**config.mk**
```make
export PLATFORM = sky130hd
export DESIGN_NAME = sm4_keyexp
export DESIGN_NICKNAME = d
export VERILOG_FILES = /design/src/rtl/sm4_ks_pkg.sv /design/src/rtl/ks_step.sv /design/src/rtl/ks_window.sv /design/src/rtl/ks_ctrl.sv /design/src/rtl/ks_store.sv /design/src/rtl/sm4_keyexp.sv
export SDC_FILE = /design/constraint.sdc
export NUM_CORES = 2
export LEC_CHECK = 0
export ABC_AREA = 1
export BUFFER_PORTS_ARGS = -buffer_cell sky130_fd_sc_hd__buf_4
export CAP_MARGIN = 10
export CORE_MARGIN = 5
export CORE_UTILIZATION = 45
export CTS_CLUSTER_DIAMETER = 120
export DETAILED_ROUTE_END_ITERATION = 7
export PLACE_DENSITY_LB_ADDON = 0.3
export SYNTH_ARGS = -nofsm -noshare
export SYNTH_HDL_FRONTEND = slang
export SYNTH_SLANG_ARGS = --single-unit
```
**constraint.sdc**
```tcl
create_clock -name clk -period 11.4 [get_ports clk]
set_input_delay 0.57 -clock clk [delete_from_list [all_inputs] [get_ports clk]]
set_output_delay 0.57 -clock clk [all_outputs]
set_load 0.01 [all_outputs]
```
**src/rtl/sm4_ks_pkg.sv**
```systemverilog
// Shared constants and pure functions for the SM4 key schedule.
// Assumes: 32-bit words made of four 8-bit lanes, 128-bit keys.
package sm4_ks_pkg;

    localparam int WORD_W = 32;
    localparam int BYTE_W = 8;
    localparam int LANES  = WORD_W / BYTE_W;
    localparam int KEY_W  = WORD_W * LANES;

    // System parameter mixed into the key words before the recurrence
    localparam logic [KEY_W-1:0] FK_ALL =
        128'hA3B1BAC6_56AA3350_677D9197_B27022DC;

    // Substitution box split into four 64-entry quarters, selected by x[7:6]
    localparam logic [511:0] SB_Q0 = {
        128'hd690e9fecce13db716b614c228fb2c05,
        128'h2b679a762abe04c3aa44132649860699,
        128'h9c4250f491ef987a33540b43edcfac62,
        128'he4b31ca9c908e89580df94fa758f3fa6};
    localparam logic [511:0] SB_Q1 = {
        128'h4707a7fcf37317ba83593c19e6854fa8,
        128'h686b81b27164da8bf8eb0f4b70569d35,
        128'h1e240e5e6358d1a225227c3b01217887,
        128'hd40046579fd327524c3602e7a0c4c89e};
    localparam logic [511:0] SB_Q2 = {
        128'heabf8ad240c738b5a3f7f2cef96115a1,
        128'he0ae5da49b341a55ad933230f58cb1e3,
        128'h1df6e22e8266ca60c02923ab0d534e6f,
        128'hd5db3745defd8e2f03ff6a726d6c5b51};
    localparam logic [511:0] SB_Q3 = {
        128'h8d1baf92bbddbc7f11d95c411f105ad8,
        128'h0ac13188a5cd7bbd2d74d012b8e5b4b0,
        128'h8969974a0c96777e65b9f109c56ec684,
        128'h18f07dec3adc4d2079ee5f3ed7cb3948};

    // Byte substitution: pick the quarter, shift the entry to the top
    function automatic logic [7:0] sbox(input logic [7:0] x);
        logic [511:0] q;
        case (x[7:6])
            2'd0:    q = SB_Q0;
            2'd1:    q = SB_Q1;
            2'd2:    q = SB_Q2;
            default: q = SB_Q3;
        endcase
        q = q << (8 * x[5:0]);
        return q[511:504];
    endfunction

    // Round constant for step i: byte j = ((4i+j)*7) mod 256, j=0 is MSB
    function automatic logic [WORD_W-1:0] ck_word(input int i);
        logic [WORD_W-1:0] w;
        w = '0;
        for (int j = 0; j < LANES; j++) begin
            w = {w[WORD_W-BYTE_W-1:0], 8'((4 * i + j) * 7)};
        end
        return w;
    endfunction

    // Left rotation of a 32-bit word
    function automatic logic [WORD_W-1:0] rotl32(input logic [WORD_W-1:0] v, input int n);
        return (v << n) | (v >> (WORD_W - n));
    endfunction

    // Linear diffusion used by the key schedule
    function automatic logic [WORD_W-1:0] lin_key(input logic [WORD_W-1:0] b);
        return b ^ rotl32(b, 13) ^ rotl32(b, 23);
    endfunction

endpackage

```
**src/rtl/ks_step.sv**
```systemverilog
// One key-schedule step, purely combinational.
// Computes w0 ^ L(S(w1 ^ w2 ^ w3 ^ rc)), with one substitution lane per byte.
// Assumes: rc is the round constant for the step being computed.
module ks_step
    import sm4_ks_pkg::*;
(
    input  logic [WORD_W-1:0] w0,
    input  logic [WORD_W-1:0] w1,
    input  logic [WORD_W-1:0] w2,
    input  logic [WORD_W-1:0] w3,
    input  logic [WORD_W-1:0] rc,
    output logic [WORD_W-1:0] w_next
);

    logic [WORD_W-1:0] mix;
    logic [WORD_W-1:0] subst;

    // Fold the three newer words with the round constant
    assign mix = w1 ^ w2 ^ w3 ^ rc;

    // Parallel byte substitution lanes
    generate
        for (genvar g = 0; g < LANES; g++) begin : g_lane
            assign subst[g*BYTE_W +: BYTE_W] = sbox(mix[g*BYTE_W +: BYTE_W]);
        end
    endgenerate

    // Diffuse and fold into the oldest word
    assign w_next = w0 ^ lin_key(subst);

endmodule

```
**src/rtl/ks_window.sv**
```systemverilog
// Sliding window of the four most recent schedule words.
// On load, it fills the window from the key XOR the system parameter.
// On each advance, it shifts in the newly computed word.
// Assumes: load has priority over adv; idx names the step being computed.
module ks_window
    import sm4_ks_pkg::*;
#(
    parameter int ROUNDS = 32,
    parameter int ADDR_W = $clog2(ROUNDS)
) (
    input  logic              clk,
    input  logic              rst_n,
    input  logic              load,
    input  logic              adv,
    input  logic [KEY_W-1:0]  key,
    input  logic [ADDR_W-1:0] idx,
    output logic [WORD_W-1:0] new_word
);

    logic [WORD_W-1:0] win [LANES];
    logic [WORD_W-1:0] rc;

    // Round constant for the current step
    assign rc = ck_word(int'(idx));

    ks_step u_step (
        .w0     (win[0]),
        .w1     (win[1]),
        .w2     (win[2]),
        .w3     (win[3]),
        .rc     (rc),
        .w_next (new_word)
    );

    // Window register: load from key, or shift the new word in
    always_ff @(posedge clk) begin
        if (!rst_n) begin
            for (int g = 0; g < LANES; g++) win[g] <= '0;
        end else if (load) begin
            for (int g = 0; g < LANES; g++)
                win[g] <= key[KEY_W-1-WORD_W*g -: WORD_W] ^ FK_ALL[KEY_W-1-WORD_W*g -: WORD_W];
        end else if (adv) begin
            for (int g = 0; g < LANES-1; g++) win[g] <= win[g+1];
            win[LANES-1] <= new_word;
        end
    end

endmodule

```
**src/rtl/ks_ctrl.sv**
```systemverilog
// Sequencer for the expansion.
// Tracks the step index, the busy phase and the completion flag.
// Assumes: key_valid may arrive at any cycle and always restarts from step 0.
module ks_ctrl #(
    parameter int ROUNDS = 32,
    parameter int ADDR_W = $clog2(ROUNDS)
) (
    input  logic              clk,
    input  logic              rst_n,
    input  logic              key_valid,
    output logic              adv,
    output logic [ADDR_W-1:0] idx,
    output logic              done
);

    localparam logic [ADDR_W-1:0] LAST = ADDR_W'(ROUNDS - 1);

    logic busy;

    // A step is taken on every busy cycle that is not overridden by a reload
    assign adv = busy && !key_valid;

    // Step counter, busy phase and completion flag
    always_ff @(posedge clk) begin
        if (!rst_n) begin
            busy <= 1'b0;
            idx  <= '0;
            done <= 1'b0;
        end else if (key_valid) begin
            busy <= 1'b1;
            idx  <= '0;
            done <= 1'b0;
        end else if (busy) begin
            if (idx == LAST) begin
                busy <= 1'b0;
                idx  <= '0;
                done <= 1'b1;
            end else begin
                idx <= idx + ADDR_W'(1);
            end
        end
    end

    AST_LOAD_RESTARTS: assert property (@(posedge clk) disable iff (!rst_n)
        key_valid |=> (!done && busy && idx == '0));

    AST_DONE_HOLDS: assert property (@(posedge clk) disable iff (!rst_n)
        (done && !key_valid) |=> done);

    AST_DONE_AFTER_LAST: assert property (@(posedge clk) disable iff (!rst_n)
        $rose(done) |-> ($past(busy) && $past(idx) == LAST && !$past(key_valid)));

    AST_NO_STEP_WHEN_DONE: assert property (@(posedge clk) disable iff (!rst_n)
        adv |-> !done);

    AST_BUSY_DONE_EXCL: assert property (@(posedge clk) disable iff (!rst_n)
        !(busy && done));

endmodule

```
**src/rtl/ks_store.sv**
```systemverilog
// Subkey memory with one write port and one synchronous read port.
// The read returns mem[rd_addr] one clock after the address is sampled.
// Assumes: the write and the read may target the same index in one cycle; the read then sees the old word.
module ks_store
    import sm4_ks_pkg::*;
#(
    parameter int ROUNDS = 32,
    parameter int ADDR_W = $clog2(ROUNDS)
) (
    input  logic              clk,
    input  logic              rst_n,
    input  logic              wr_en,
    input  logic [ADDR_W-1:0] wr_addr,
    input  logic [WORD_W-1:0] wr_data,
    input  logic [ADDR_W-1:0] rd_addr,
    output logic [WORD_W-1:0] rd_data
);

    logic [WORD_W-1:0] mem [ROUNDS];

    // Storage array: cleared on reset, written one subkey per step
    always_ff @(posedge clk) begin
        if (!rst_n) begin
            for (int i = 0; i < ROUNDS; i++) mem[i] <= '0;
        end else if (wr_en) begin
            mem[wr_addr] <= wr_data;
        end
    end

    // Registered read port
    always_ff @(posedge clk) begin
        if (!rst_n) rd_data <= '0;
        else        rd_data <= mem[rd_addr];
    end

    AST_READ_STABLE: assert property (@(posedge clk) disable iff (!rst_n)
        ($past(rst_n) && $stable(rd_addr) && !$past(wr_en)) |=> $stable(rd_data));

endmodule

```
**src/rtl/sm4_keyexp.sv**
```systemverilog
// Top level of the SM4 key expansion unit.
// Expands a loaded key into 32 subkeys at one per clock, stores them by index,
// flags completion, and serves indexed reads to the cipher engines.
// Assumes: readers wait for done before trusting rd_data.
module sm4_keyexp
    import sm4_ks_pkg::*;
#(
    parameter int ROUNDS = 32,
    parameter int ADDR_W = $clog2(ROUNDS)
) (
    input  logic              clk,
    input  logic              rst_n,
    input  logic              key_valid,
    input  logic [KEY_W-1:0]  key_in,
    input  logic [ADDR_W-1:0] rd_addr,
    output logic              done,
    output logic [WORD_W-1:0] rd_data
);

    logic              adv;
    logic [ADDR_W-1:0] idx;
    logic [WORD_W-1:0] new_word;

    ks_ctrl #(.ROUNDS(ROUNDS), .ADDR_W(ADDR_W)) u_ctrl (
        .clk       (clk),
        .rst_n     (rst_n),
        .key_valid (key_valid),
        .adv       (adv),
        .idx       (idx),
        .done      (done)
    );

    ks_window #(.ROUNDS(ROUNDS), .ADDR_W(ADDR_W)) u_window (
        .clk      (clk),
        .rst_n    (rst_n),
        .load     (key_valid),
        .adv      (adv),
        .key      (key_in),
        .idx      (idx),
        .new_word (new_word)
    );

    ks_store #(.ROUNDS(ROUNDS), .ADDR_W(ADDR_W)) u_store (
        .clk     (clk),
        .rst_n   (rst_n),
        .wr_en   (adv),
        .wr_addr (idx),
        .wr_data (new_word),
        .rd_addr (rd_addr),
        .rd_data (rd_data)
    );

    AST_DONE_DROPS_ON_LOAD: assert property (@(posedge clk) disable iff (!rst_n)
        key_valid |=> !done);

endmodule

```
# [After elaboration in Yosys (flattened, before gate mapping)]
# Memories as Yosys holds them, arrays and structs flattened. A register that Yosys moved wholly into a read port is not among the register bits.
# Cells that the tools add are included.
# W data, S select, Z words.
[word_totals] latch_bits=0 mem_bits_rw=1152 regBits=7 mem_bits_ro=0 elab_cells=86 n_memories=2
[op_classes] n_addsub=4 eq_ne=9 n_reduce_logical=10 n_lt_le_gt_ge=0 n_mux=29 div=0 shift=4 bitwise_logic=21 multipliers=4
[memory_table] name="u_store.mem" words=32 width=32 read_ports=1 rd_clocked_by_memory_dff=1 write_ports=32 line_no="ks_store.sv:19" source="logic [WORD_W-1:0] mem [ROUNDS];"
[memory_table] name="u_window.win" words=4 width=32 read_ports=4 rd_clocked_by_memory_dff=0 write_ports=4 line_no="ks_window.sv:20" source="logic [WORD_W-1:0] win [LANES];"
[ops] cell="$pmux W512 S3" n=4
[ops] cell="$shl A512 B9 Y512" n=4
[ops] cell="$mux W32" n=9
[ops] cell="$xor A32 B32 Y32" n=6
[ops] cell="$mul A32 B4 Y8 const B" n=3
[ops] cell="$or A32 B13 Y32" n=1
[ops] cell="$or A32 B23 Y32" n=1
[ops] cell="$reduce_or A32 Y1" n=1
[ops] cell="$not A14 Y14" n=2
[ops] cell="$not A19 Y19" n=1
[ops] cell="$not A17 Y17" n=1
[ops] cell="$add A7 B2 Y8 const B" n=2
[ops] cell="$mux W1" n=14
[ops] cell="$mux W5" n=2
[ops] cell="$add A7 B1 Y8 const B" n=1
[ops] cell="$eq A2 B1 Y1 const B" n=4
[ops] cell="$eq A2 B2 Y1 const B" n=4
[ops] cell="$logic_not A2 Y1" n=4
[ops] cell="$or A1 B1 Y1" n=8
[ops] cell="$mul A5 B3 Y6 const B" n=1
[ops] cell="$add A5 B1 Y5 const B" n=1
[ops] cell="$eq A5 B5 Y1 const B" n=1
[ops] cell="$logic_not A1 Y1" n=2
[ops] cell="$reduce_and A2 Y1" n=1
[ops] cell="3 further kinds" n=3

# [Depth between registers and ports, before layout]
# An unclocked memory read counts as a cell.
[logic_depth] depth_word=12 depth_mapped=41 ltp_nobuf=37

# [Modules after synthesis]
# From an unflattened synthesis, not the netlist that was laid out.
[unflattened] hier_cells=8869 hier_area_um2=69753.1
[by_module_without_submodules] module="ks_store" cells_each=4850 instances=1 area_per_inst_um2=47200.3
[by_module_without_submodules] module="ks_step" cells_each=3544 instances=1 area_per_inst_um2=16429.5
[by_module_without_submodules] module="ks_window" cells_each=431 instances=1 area_per_inst_um2=5770.5
[by_module_without_submodules] module="ks_ctrl" cells_each=44 instances=1 area_per_inst_um2=352.8

# [Worst setup path before layout]
# No wires, ideal clock.
[synth_path] path_type="register -> register" startpoint="reg u_ctrl.idx[2]" endpoint="mem u_store.mem[11][6], data pin" arrival_ps=4947 setup_ps=266 required_time_ps=11134 setup_slack_ps=6187 path_buffers=4 path_stages_with_launch=42 path_cell_list="dfxtp_1 > inv_1 > ha_1 > buf_2 > xnor2_1 > ha_1 > o21bai_1 > ha_1 > buf_2 > nand2_1 > inv_1 > nor2_1 > nand2_1 > nand2_1 > inv_1 > nand2_1 > nand2_1 > inv_1 > [6 not listed] > inv_1 > nand2_1 > nand3_1 > nand2_1 > nand2_1 > nand2_1 > nor2_1 > nor2_1 > nand2_1 > nand2_1 > inv_2 > nand2_1 > nand2_1 > nand2_1 > nand2_1 > inv_2 > buf_2 > nor2_1"
[synth_lines] item="start: declaration" line_no="ks_ctrl.sv:12" source="output logic [ADDR_W-1:0] idx,"
[synth_lines] item="start signal: assignment" line_no="ks_ctrl.sv:39" source="idx <= idx + ADDR_W'(1);"
[synth_lines] item="end: declaration" line_no="ks_store.sv:19"

==> flow_summary.toml <==
[power]
leakage_nw = 29.1
power_frac_comb_pct = 57.0
power_frac_clock_pct = 19.1
irDropWorstVdd_uv = 558
switchingPower_mw = 11.9
p_sw_share_pct = 55.1
p_seq_share_pct = 23.8
internal_power_mw = 9.70
power_density_nw_per_um2 = 296

[floorplan]
pin_count = 169
rows = 141
die_area_um2 = 156000
start_util_pct = 45.3
core_area_um2 = 148000
fp.dieH_um = 396
die_x_um = 396

[setup_path]
cp-start-kind = "flop"
path_common_cell = "nand2_1"
r2r_setup_slack_ns = 3.51
ff2ff_path_depth = 30
path_buf_inv = 5
crit_arrival_ns = 8.38
reg2reg_from = "u_ctrl.idx[2]"
cp_slowest_cell = "dfxtp_1"
worstPathMaxFanout = 32
worst-setup-path-type = "flop to flop"
slowest_delay_ns = 0.69
timing.rr.end = "u_store.mem[10][10]"
endpoint_kind = "flop"
cpLargestDelayFamily = "simple AND/OR/NAND/NOR gates"
cp.required_ns = 11.89

[sta]
tightest_slew_ns = 1.20
skew_ns = 0.0516
grt_setup_unrepaired = "false"
slew_viol_final = 0
relSlewSlack_pct = 19.5
setup_violations = 0
fmax_mhz = 127
hold_viol_final = 0
min_period_ns = 7.89
setup-tns-final_ns = 0
fin_crit_sh_pct = 69.3

[job]
max-cap-violations = 0

[cts]
cts_tree = "done"
cts_sinks = 1191
cts_resized = 0
cts_max_level = 4
post_cts_buffers = 0
holdBufCountCts = 0
insertion_delay_ns = 0.79
cts.path.max_buffers = 3
cts_root_buf = "clkbuf_16"
cts_made_buffers = 130
clk_pin_slew_ns = 0.06

[detailed_routing]
drt_first_pass_iters = 6
postRouteAntennaNets = 0
drt_wl_total_um = 269000
drc = 0
vias_per_cell = 6.30
vias = 61300
drt_iter0_drc = 9452
wire_per_inst_um = 27.7

[logic_synthesis]
synthesis.nets = 8100
ys_seq_elements = 1191
netlist.area_leader.share_pct = 51.7
synth_edf_count = 1152
synthCells = 7890
ys.flop_type = "edfxtp_1"
yosys_warnings = 0
yosysSeqAreaShare_pct = 52.9
synth_cell_types = 53
async_reset_ff_share_pct = 0
yosys-top-cells-area = "edfxtp_1 52%, nor2_1 9.4%, nand2_1 8.3%"
yosys.area.top_type = "edfxtp_1"
syn_area_per_cell_um2 = 8.48
synth_area_um2 = 66900

[global_routing]
grt_max_degree = 212
antenna_found_initial = 5
grt_overflow = 0
grt_usage_pct = 33.2
grt_pass1_vias = 57400
grt_pass1_wl_um = 390000

[worst_hold_path]
hold_start = "key_in[1]"
min_to = "u_window.win[3][1]"
whs_path_depth = 3
hp-class = "input pin to flop"

[final_layout]
utilization_pct = 49.4
drive_gt1_share_pct = 7.91
nFillCells = 14000
fin_cells = 9731
area_growth_pct = 9.22
seqCellArea_um2 = 35400
multiInputGateArea_um2 = 27400
num-nets-final = 7907

[place]
portBuffers = 168
dpl.cell_count = 9495
hpwl_um = 166000
gp_congestion = 1.03

[status]
outcome = "completed"
==> cells in the mapped netlist, drive strengths merged, types with 5 or more instances <==
library cell	number
edfxtp	1152
xor2	42
clkinv	9
o31ai	5
nand4	27
nand3b	17
a221oi	9
buf	238
o22ai	98
o221ai	184
dfxtp	39
nor3	42
a31oi	57
xnor2	42
nand2	1502
o21ai	703
nand3	878
clkbuf	375
o211ai	64
a21oi	206
inv	374
nor2	1677
fa	6
ha	68
or2	15
a22o	28
o311ai	16
o2111ai	6
==> routing by layer <==
| layer | global-route usage [%] | share of wire (%) | vias up |
|---|---|---|---|
| li1 | - | - | 26800 |
| met1 | 45.8 | 39 | 29600 |
| met2 | 49.6 | 44 | 4231 |
| met3 | 7.29 | 12 | 679 |
| met4 | 16.7 | 5.8 | 4 |
| met5 | 0 | 0.0097 | - |
==> power groups by stage <==
stage	clock [mW]	sequential [mW]	combinational (mW)
2_1_floorplan	0	5.21	7.73
3_3_place_gp	0	5.23	11.9
3_5_place_dp	0	5.24	11.8
4_1_cts	4.16	5.15	11.9
5_1_grt	4.35	5.17	12.9
6_report	4.13	5.15	12.3
==> registers in the layout, summed over array words and instances, names as in the netlist <==
register,cells
u_window.win,128
u_ctrl.busy,1
u_store.rd_data,32
u_store.mem,1024
u_ctrl.done,1
u_ctrl.idx,5
==> through the flow <==
stage / hold slack (ns) / setup WS (ns) / cell area (µm²) / total power, mW
2_1_floorplan: 0.504 / 6.19 / 66900 / 12.9
3_3_place_gp: 0.560 / 3.99 / 68900 / 17.1
3_5_place_dp: 0.566 / 3.78 / 68900 / 17.1
4_1_cts: 0.0350 / 3.76 / 73100 / 21.2
5_1_grt: 0.0613 / 3.23 / 73100 / 22.4
6_report: 0.0838 / 3.51 / 73100 / 21.6
==> layout make-up <==
class / count / share of cell area (%)
timing repair buffer: 288 / 3.03
inverter: 383 / 1.99
clock buffer: 170 / 4.83
antenna: 2 / 0.00685
tap: 1930 / 3.30
multi-input combinational: 5703 / 37.6
sequential: 1191 / 48.4
clock inverter: 64 / 0.875
==> worst min-delay path, stage by stage <==
cell     delay [ns]
buf_4          0.08
nand2_1        0.04
nand2_1        0.05
==> logic make-up after synthesis <==
group / count (synthesis) / synth area share, %
simple gates: 4162 / 25.5
fa+ha+maj: 74 / 1.45
compound gates: 1383 / 12.4
xor+xnor: 84 / 1.39
buf+inv: 996 / 6.41
flops: 1191 / 52.9
==> worst max-delay path by stage <==
stage	start	to	cells past startpoint
2_1_floorplan	u_ctrl.idx[2]	u_store.mem[11][6]	41
3_3_place_gp	u_ctrl.idx[2]	u_store.mem[19][10]	31
3_5_place_dp	u_ctrl.idx[2]	u_store.mem[10][10]	30
4_1_cts	u_ctrl.idx[2]	u_store.mem[10][10]	30
5_1_grt	u_ctrl.idx[2]	u_store.mem[10][10]	30
6_report	u_ctrl.idx[2]	u_store.mem[10][10]	30
==> cell usage in the layout (no fill, tap or decap), types with 24 or more instances in the layout <==
master	netlist	routed
clkinv_1	9	31
nand4_1	26	26
o21ai_0	688	688
nor2_1	1672	1671
dfxtp_1	39	39
o211ai_1	63	63
nand3_1	873	873
xnor2_1	32	29
inv_1	350	348
edfxtp_1	1152	1152
buf_4	49	282
a22o_1	28	28
nor3_1	41	41
clkbuf_1	374	30
ha_1	68	68
clkbuf_16	0	132
inv_2	24	24
a31oi_1	57	57
o22ai_1	98	98
nand2_1	1479	1444
a21oi_1	197	197
nand2_2	22	57
o221ai_1	184	184
xor2_1	35	32
Power figures use the tool's default switching activity.
